**src/rtl/ram_timing_seq.sv**
```systemverilog
module ram_timing_seq #(
  parameter int AW = 10,
  parameter int DW = 32
) (
  input  logic          clk,
  input  logic          rst_n,
  input  logic          req_valid,
  output logic          req_ready,
  input  logic          req_sel,
  input  logic [AW-1:0] req_addr,
  input  logic          tag_setup,
  input  logic [2:0]    tag_lat,
  input  logic          dat_setup,
  input  logic [2:0]    dat_lat,
  output logic          tag_en,
  output logic [AW-1:0] tag_addr,
  input  logic [DW-1:0] tag_rdata,
  output logic          dat_en,
  output logic [AW-1:0] dat_addr,
  input  logic [DW-1:0] dat_rdata,
  output logic          rsp_valid,
  output logic [DW-1:0] rsp_data
);

  localparam int CW = 4;

  typedef enum logic [1:0] {S_IDLE, S_SETUP, S_ACCESS} state_t;

  state_t        state;
  logic [CW-1:0] cnt;
  logic [CW-1:0] lat_q;
  logic          sel_q;
  logic [AW-1:0] addr_q;

  function automatic logic [CW-1:0] tag_wait(input logic [2:0] code);
    if (code[2])      return CW'(5);
    else if (code[1]) return code[0] ? CW'(4) : CW'(3);
    else              return CW'(2);
  endfunction

  function automatic logic [CW-1:0] dat_wait(input logic [2:0] code);
    return (code < 3'd2) ? CW'(2) : CW'(code) + CW'(1);
  endfunction

  wire accept = req_valid && (state == S_IDLE);
  wire setup_sel = req_sel ? dat_setup : tag_setup;
  wire [CW-1:0] lat_sel = req_sel ? dat_wait(dat_lat) : tag_wait(tag_lat);

  always_ff @(posedge clk or negedge rst_n) begin
    if (!rst_n) begin
      state  <= S_IDLE;
      cnt    <= '0;
      lat_q  <= CW'(2);
      sel_q  <= 1'b0;
      addr_q <= '0;
    end else begin
      case (state)
        S_IDLE: if (accept) begin
          sel_q  <= req_sel;
          addr_q <= req_addr;
          lat_q  <= lat_sel;
          cnt    <= CW'(1);
          state  <= setup_sel ? S_SETUP : S_ACCESS;
        end
        S_SETUP: state <= S_ACCESS;
        S_ACCESS: begin
          if (cnt == lat_q) state <= S_IDLE;
          else              cnt   <= cnt + CW'(1);
        end
        default: state <= S_IDLE;
      endcase
    end
  end

  wire busy  = (state != S_IDLE);
  wire en_go = (state == S_ACCESS) && (cnt == CW'(1));

  assign req_ready = !busy;
  assign tag_en    = en_go && !sel_q;
  assign dat_en    = en_go && sel_q;
  assign tag_addr  = (busy && !sel_q) ? addr_q : '0;
  assign dat_addr  = (busy && sel_q) ? addr_q : '0;
  assign rsp_valid = (state == S_ACCESS) && (cnt == lat_q);
  assign rsp_data  = rsp_valid ? (sel_q ? dat_rdata : tag_rdata) : '0;

endmodule

```
**config.mk**
```make
export PLATFORM = sky130hd
export DESIGN_NAME = ram_timing_seq
export DESIGN_NICKNAME = d
export VERILOG_FILES = /design/src/rtl/ram_timing_seq.sv
export SDC_FILE = /design/constraint.sdc
export NUM_CORES = 1
export LEC_CHECK = 0
export ABC_AREA = 1
export BUFFER_PORTS_ARGS = -buffer_cell sky130_fd_sc_hd__buf_2
export CAP_MARGIN = 0
export CORE_ASPECT_RATIO = 1.4
export CORE_MARGIN = 2
export CORE_UTILIZATION = 39
export DETAILED_ROUTE_END_ITERATION = 6
export GPL_TIMING_DRIVEN = 0
export PLACE_DENSITY_LB_ADDON = 0.12
export SYNTH_ARGS = -nofsm -noshare
export SYNTH_HDL_FRONTEND = slang
export SYNTH_SLANG_ARGS = --single-unit
```
**constraint.sdc**
```tcl
create_clock -name clk -period 2.22 [get_ports clk]
set_input_delay 0.222 -clock clk [delete_from_list [all_inputs] [get_ports clk]]
set_output_delay 0.222 -clock clk [all_outputs]
set_load 0.1 [all_outputs]
```
Word level (Yosys, flattened, before mapping)
Index checks and enable logic that the tools add are counted.
W data, S select, Z words.
Storage, ports and cells
  bits in registers: 21
  bits of input ports: 86
  output and inout port bits: 56
  logic and storage cells: 47
Operators by class
  add/subtract/negate cells: 2
  magnitude comparators: 1
  eq/ne operators: 7
  muxes and demuxes: 17
  reduce and logical (&&, ||, !) cells: 15
Operators with widths (number)
  $mux W32: 2
  $mux W10: 2
  $mux W4: 4
  $mux W3: 3
  $pmux W4 S2: 1
  $logic_and A1 B1 Y1: 7
  $mux W2: 3
  $ne A2 B2 Y1 const B: 3
  $pmux W2 S3: 1
  $add A3 B1 Y4 const B: 1
  $add A4 B1 Y4 const B: 1
  $eq A4 B1 Y1 const B: 1
  $eq A4 B4 Y1: 1
  $reduce_and A2 Y1: 2
  $reduce_bool A2 Y1: 2
  $lt A3 B2 Y1 const B: 1
  $reduce_and A3 Y1: 1
  $eq A2 B1 Y1 const B: 1
  $eq A2 B2 Y1 const B: 1
  $logic_not A1 Y1: 2
  $logic_not A2 Y1: 1
  $mux W1: 1

Logic depth before layout (Yosys ltp)
  word-level depth: 4
  depth in mapped cells: 9
  gate-level depth less buffers: 9

Worst setup path before layout
No wires, ideal clock.
  path kind: register to output
  from: register lat_q[1]
  to: output port rsp_data[29]
  arrival: 2.404 ns
  required time: 1.998 ns
  path slack: -0.406 ns
  cell stages (with the launch flop): 7
  path buffers: 0
  cell sequence: dfstp_2 inv_1 nand2_1 nand2_1 nor2_2 nand3_4 a21oi_1
On the way
  cells in the longest elaborated chain, start to end: 3
Ends and longest elaborated chain
  start: declaration: line 31  | logic [CW-1:0] lat_q;
  start signal: assignment: line 61  | lat_q <= lat_sel;
  $eq A4 B4 Y1: line 83  | assign rsp_valid = (state == S_ACCESS) && (cnt == lat_q);
  $logic_and A1 B1 Y1: line 83
  $mux W32: line 84  | assign rsp_data = rsp_valid ? (sel_q ? dat_rdata : tag_rdata) : '0;
  end: declaration: line 22  | output logic [DW-1:0] rsp_data
Every way passes these cells.

Worst setup path in the final report
  from: register lat_q[1]
  to: output port rsp_data[26]
The elaborated chain is that of the path after synthesis.

==> results by stage <==
Floorplan:
- The full die area is 5078 µm².
- The x dimension of the die is 60.80 µm.
- The count of boundary I/O pins is 142.
- For this configuration, the core starts out at a cell density of 0.4122.
- In this run the standard cell core region covers 4274 µm².
- The vertical die dimension is 83.53 µm.
- The placement row count is 28.

Synth:
- By area the synthesized netlist is led by dfrtp_1, nand2_1, a21oi_2, nor2_1, inv_1.
- The largest area contributor in the netlist is dfrtp_1.
- The post-synthesis sequential area ratio is 0.2990.
- After synthesis, the largest family of logic cells by area is simple AND/OR/NAND/NOR gates.
- The total of warnings raised by yosys is 0.
- The simple-gate share of the synthesized area is 0.3409.
- The number of standard cells after synthesis is 275.
- The portion of synthesized cell area occupied by the leading cell type is 0.2841.
- The average size of a mapped cell is 6.406 µm².
- The number of nets in the synthesized netlist is 364.
- Measured against the total synthesized area, the mux share comes to 0.
- After synthesis, the netlist uses 24 different library cells.
- The complex-gate fraction of the synthesized area came to 0.2273.
- The summed instance area of the synthesized netlist is 1762 µm².
- The post-synthesis share of cell area spent on xor and xnor gates is 0.004972.
- Of the total synthesized cell area, the portion taken by full adders, half adders and majority gates is 0.02131.
- In this run, synthesis produced a sequential element count of 21.

Setup path:
- The arrival time at the worst endpoint is 1.86 ns.
- The maximum net fanout on the critical path is 10.
- The data required time at the worst endpoint is 2.00 ns.
- The worst setup path is of the reg -> out kind.
- The most numerous cell type found on the critical path is nand2_1.
- On the worst path, the slowest cell contributes a delay of 0.54 ns.
- The total buffers and inverters traversed by the critical path is 3.
- STA classifies the critical path endpoint as a primary output.
- The largest individual stage delay along the critical path comes from the cell dfstp_2.
- STA classifies the critical path startpoint as a register.
- The cell family contributing the most delay on the critical path is buffers and inverters.
- Traced cell by cell, the critical path runs through inv_1 -> nand2_1 -> nand2_1 -> nor2_2 -> nand3_4 -> buf_6 -> a21oi_2 -> clkbuf_4.

Detailed routing:
- For this block, the initial DRC count from the detailed router was 62.
- Wires add up to 5.619 mm.
- For this run, design rule violations remaining after detail routing come to 0.
- The detailed-route vias per instance is 4.678.
- The post-detailed-route count of antenna-violating nets is 0.
- The routed layout has 2,250 vias.
- In the final routed layout, each cell accounts on average for 11.68 µm.
- The pre-antenna-repair detailed-routing pass consisted of 4 iterations.

Placement:
- The count of buffers inserted at the top-level ports is 141.
- The post-detailed-placement half-perimeter wirelength is 4.616 mm.
- OpenSTA, run right after detailed placement, puts the worst setup slack at 0.2782 ns.
- At the end of routability-driven placement, the weighted congestion stood at 0.8293.

STA:
- The aggregate negative setup slack is 0 ns.
- Timing would allow up to 479.2 MHz.
- Across the routed clock network, the largest skew measured is 0.003192 ns.
- The final hold violation count was 0.
- The tightest slew margin relative to the limit is 0.6420.
- The setup-violating endpoint count in the final report is 0.
- The number of pins with negative max-slew slack in the final report is 0.
- The post-route fraction of the period consumed by the critical path is 0.9400.
- At the pin with the least slew margin, the transition time is 0.5357 ns.
- The final worst setup slack is 0.1332 ns.
- The time the worst path needs with I/O delays and setup is 2.087 ns.

CTS:
- The tree is rooted in a clkbuf_8.
- The clock latency at the later pin of the worst-skew pair is 0.26 ns.
- For this design, the sink count on the clock tree is 21.
- The clock tree from TritonCTS is done.
- The clock passes through at most 2 buffers.
- The clock slew seen by the registers of the worst setup and hold paths is 0.07 ns.
- In this run the number of H-tree levels came out at 1.
- The number of clock buffers added by TritonCTS is 3.

Hold path:
- The tightest min-delay check is of the in -> reg type.

GRT:
- met2 is the most crowded layer.
- The met2 track demand over resource in global routing is 0.3607.
- Across every metal layer, demand over resource in global routing totals 0.2156.
- The largest net degree at the start of global routing is 22.
- The met3 capacity usage during global routing is 0.05581.
- The first-pass GRT wire length is 8.473 mm.
- The via count of the first global-routing pass is 1,957.
- The number of antenna violations at the first check in global routing was 1.
- The residual overflow from global routing is 0.
- The global-route track usage on met1 is 0.2419.

Power:
- VDD sags by at most 1309 µV.
- The areal power density over the cells is 1725 nW/µm².
- For this design the static power due to leakage is 1.491 nW.

Cells and area:
- The layout net count is 511.
- The number of diodes added for antenna fixing is 0.
- Summing all multi-input logic gate instances after layout gives 1077 µm².
- Of the cells placed in the final design, the portion with a size suffix greater than 1 is 0.4822.
- The layout-stage area growth over the synthesis result is 54.90%.
- The layout has 435 filler cells.
- Measured on the finished design, the core utilization comes to 0.6385.
- Registers take 526.8 µm².

Outcome:
- The run finished with clean final reports.

Job:
- The tool flagged a number of max-cap violations equal to 0.
==> power by group <==
part / internal (mW) / switching (mW) / leakage, nW
logic: 0.745 / 3.07 / 1.21
registers: 0.553 / 0.0904 / 0.262
clock network: 0.128 / 0.119 / 0.0228
total: 1.43 / 3.28 / 1.49
==> cells in the mapped netlist (all sizes together) <==
cell type  count
o22ai          1
dfrtp         20
clkinv         1
o31ai          1
inv           29
nor2          32
ha             3
o21ai         19
nand2        108
nand3          8
buf            6
or2            1
a21oi         35
o21bai         1
nand4          1
dfstp          1
xnor2          1
clkbuf         7
==> per-stage QoR <==
| step | instance area [µm²] | power [mW] | cells | hold slack, ns |
|---|---|---|---|---|
| global placement | 2572 | 4.358 | 476 | 0.1977 |
| floorplan | 1792 | 3.788 | 275 | -0.07359 |
| detailed placement | 2572 | 4.387 | 476 | 0.2013 |
| global route | 2729 | 5.022 | 481 | 0.1656 |
| CTS | 2648 | 4.664 | 481 | 0.1600 |
| finish | 2729 | 4.708 | 481 | 0.1638 |
==> layout make-up <==
class                           instances  area share
Multi-Input combinational cell        211      0.3948
Timing Repair Buffer                  142      0.2980
Sequential cell                        21      0.1930
Inverter                               30     0.04127
Buffer                                 13     0.02889
Tap cell                               60     0.02751
Clock buffer                            4     0.01651
==> registers in the layout, summed over array words and instances (netlist names) <==
name and cells:
sel_q 1, cnt 4, addr_q 10, state 2
lat_q 4
==> worst paths after layout <==
kind,from,end,slack (ns),cells after the start
worst max-delay path,lat_q[1]$_DFFE_PN1P_,rsp_data[26],0.13,8
worst min-delay path,req_addr[6],addr_q[6]$_DFFE_PN0P_,0.16,3
worst max register to register,state[0]$_DFFE_PN0P_,addr_q[8]$_DFFE_PN0P_,0.77,7
worst min register to register,cnt[3]$_DFFE_PN0P_,cnt[3]$_DFFE_PN0P_,0.55,2
max in group asynchronous,rst_n,lat_q[1]$_DFFE_PN1P_,1.45,2
min in group asynchronous,rst_n,state[1]$_DFFE_PN0P_,0.43,2
==> cell usage in the layout, fill, tap and decap left out <==
cell type,synthesis,layout
a21oi_1,6,6
a21oi_2,29,29
buf_2,3,105
buf_4,0,12
buf_6,3,3
clkbuf_1,7,5
clkbuf_2,0,3
clkbuf_4,0,27
clkbuf_8,0,3
clkinv_1,1,1
dfrtp_1,20,20
dfstp_2,1,1
dlygate4sd3_1,0,1
ha_1,3,3
inv_1,27,27
inv_2,2,2
nand2_1,106,106
nand2_2,2,2
nand3_1,7,7
nand3_4,1,1
nand4_1,1,1
nor2_1,30,18
nor2_2,2,14
o21ai_0,19,19
o21bai_1,1,1
o22ai_1,1,1
o31ai_1,1,1
or2_2,1,1
xnor2_1,1,1
==> worst register-to-register path: cells and delay by family (launching register included) <==
family	cells	cell delay (ns)
AND/OR/NAND/NOR	3	0.38
flip-flops	1	0.37
AO/OA/AOI/OAI	1	0.07
buffers and inverters	3	0.54
==> cell families (layout without fill, tap and decap cells) <==
logic type / Yosys count / count (layout)
xor+xnor: 1 / 1
fa+ha+maj: 3 / 3
compound gates: 57 / 57
simple gates: 150 / 150
buf+inv: 43 / 189
flops: 21 / 21
==> routing by layer <==
metal / vias up / share of wire
met5: - / 0.0023
met4: 2 / 0.034
met3: 17 / 0.11
met2: 106 / 0.47
met1: 976 / 0.38
li1: 1149 / -
==> what timing repair did <==
action / 4_1_cts / 5_1_grt
setup endpoints to repair: 8 / 38
setup buffers: 0 / 0
hold endpoints to repair: 20 / 0
hold buffers: 1 / 0
cloned: 0 / 0
resized for setup: 8 / 41
No activity file was read; power rests on OpenSTA's default activity.
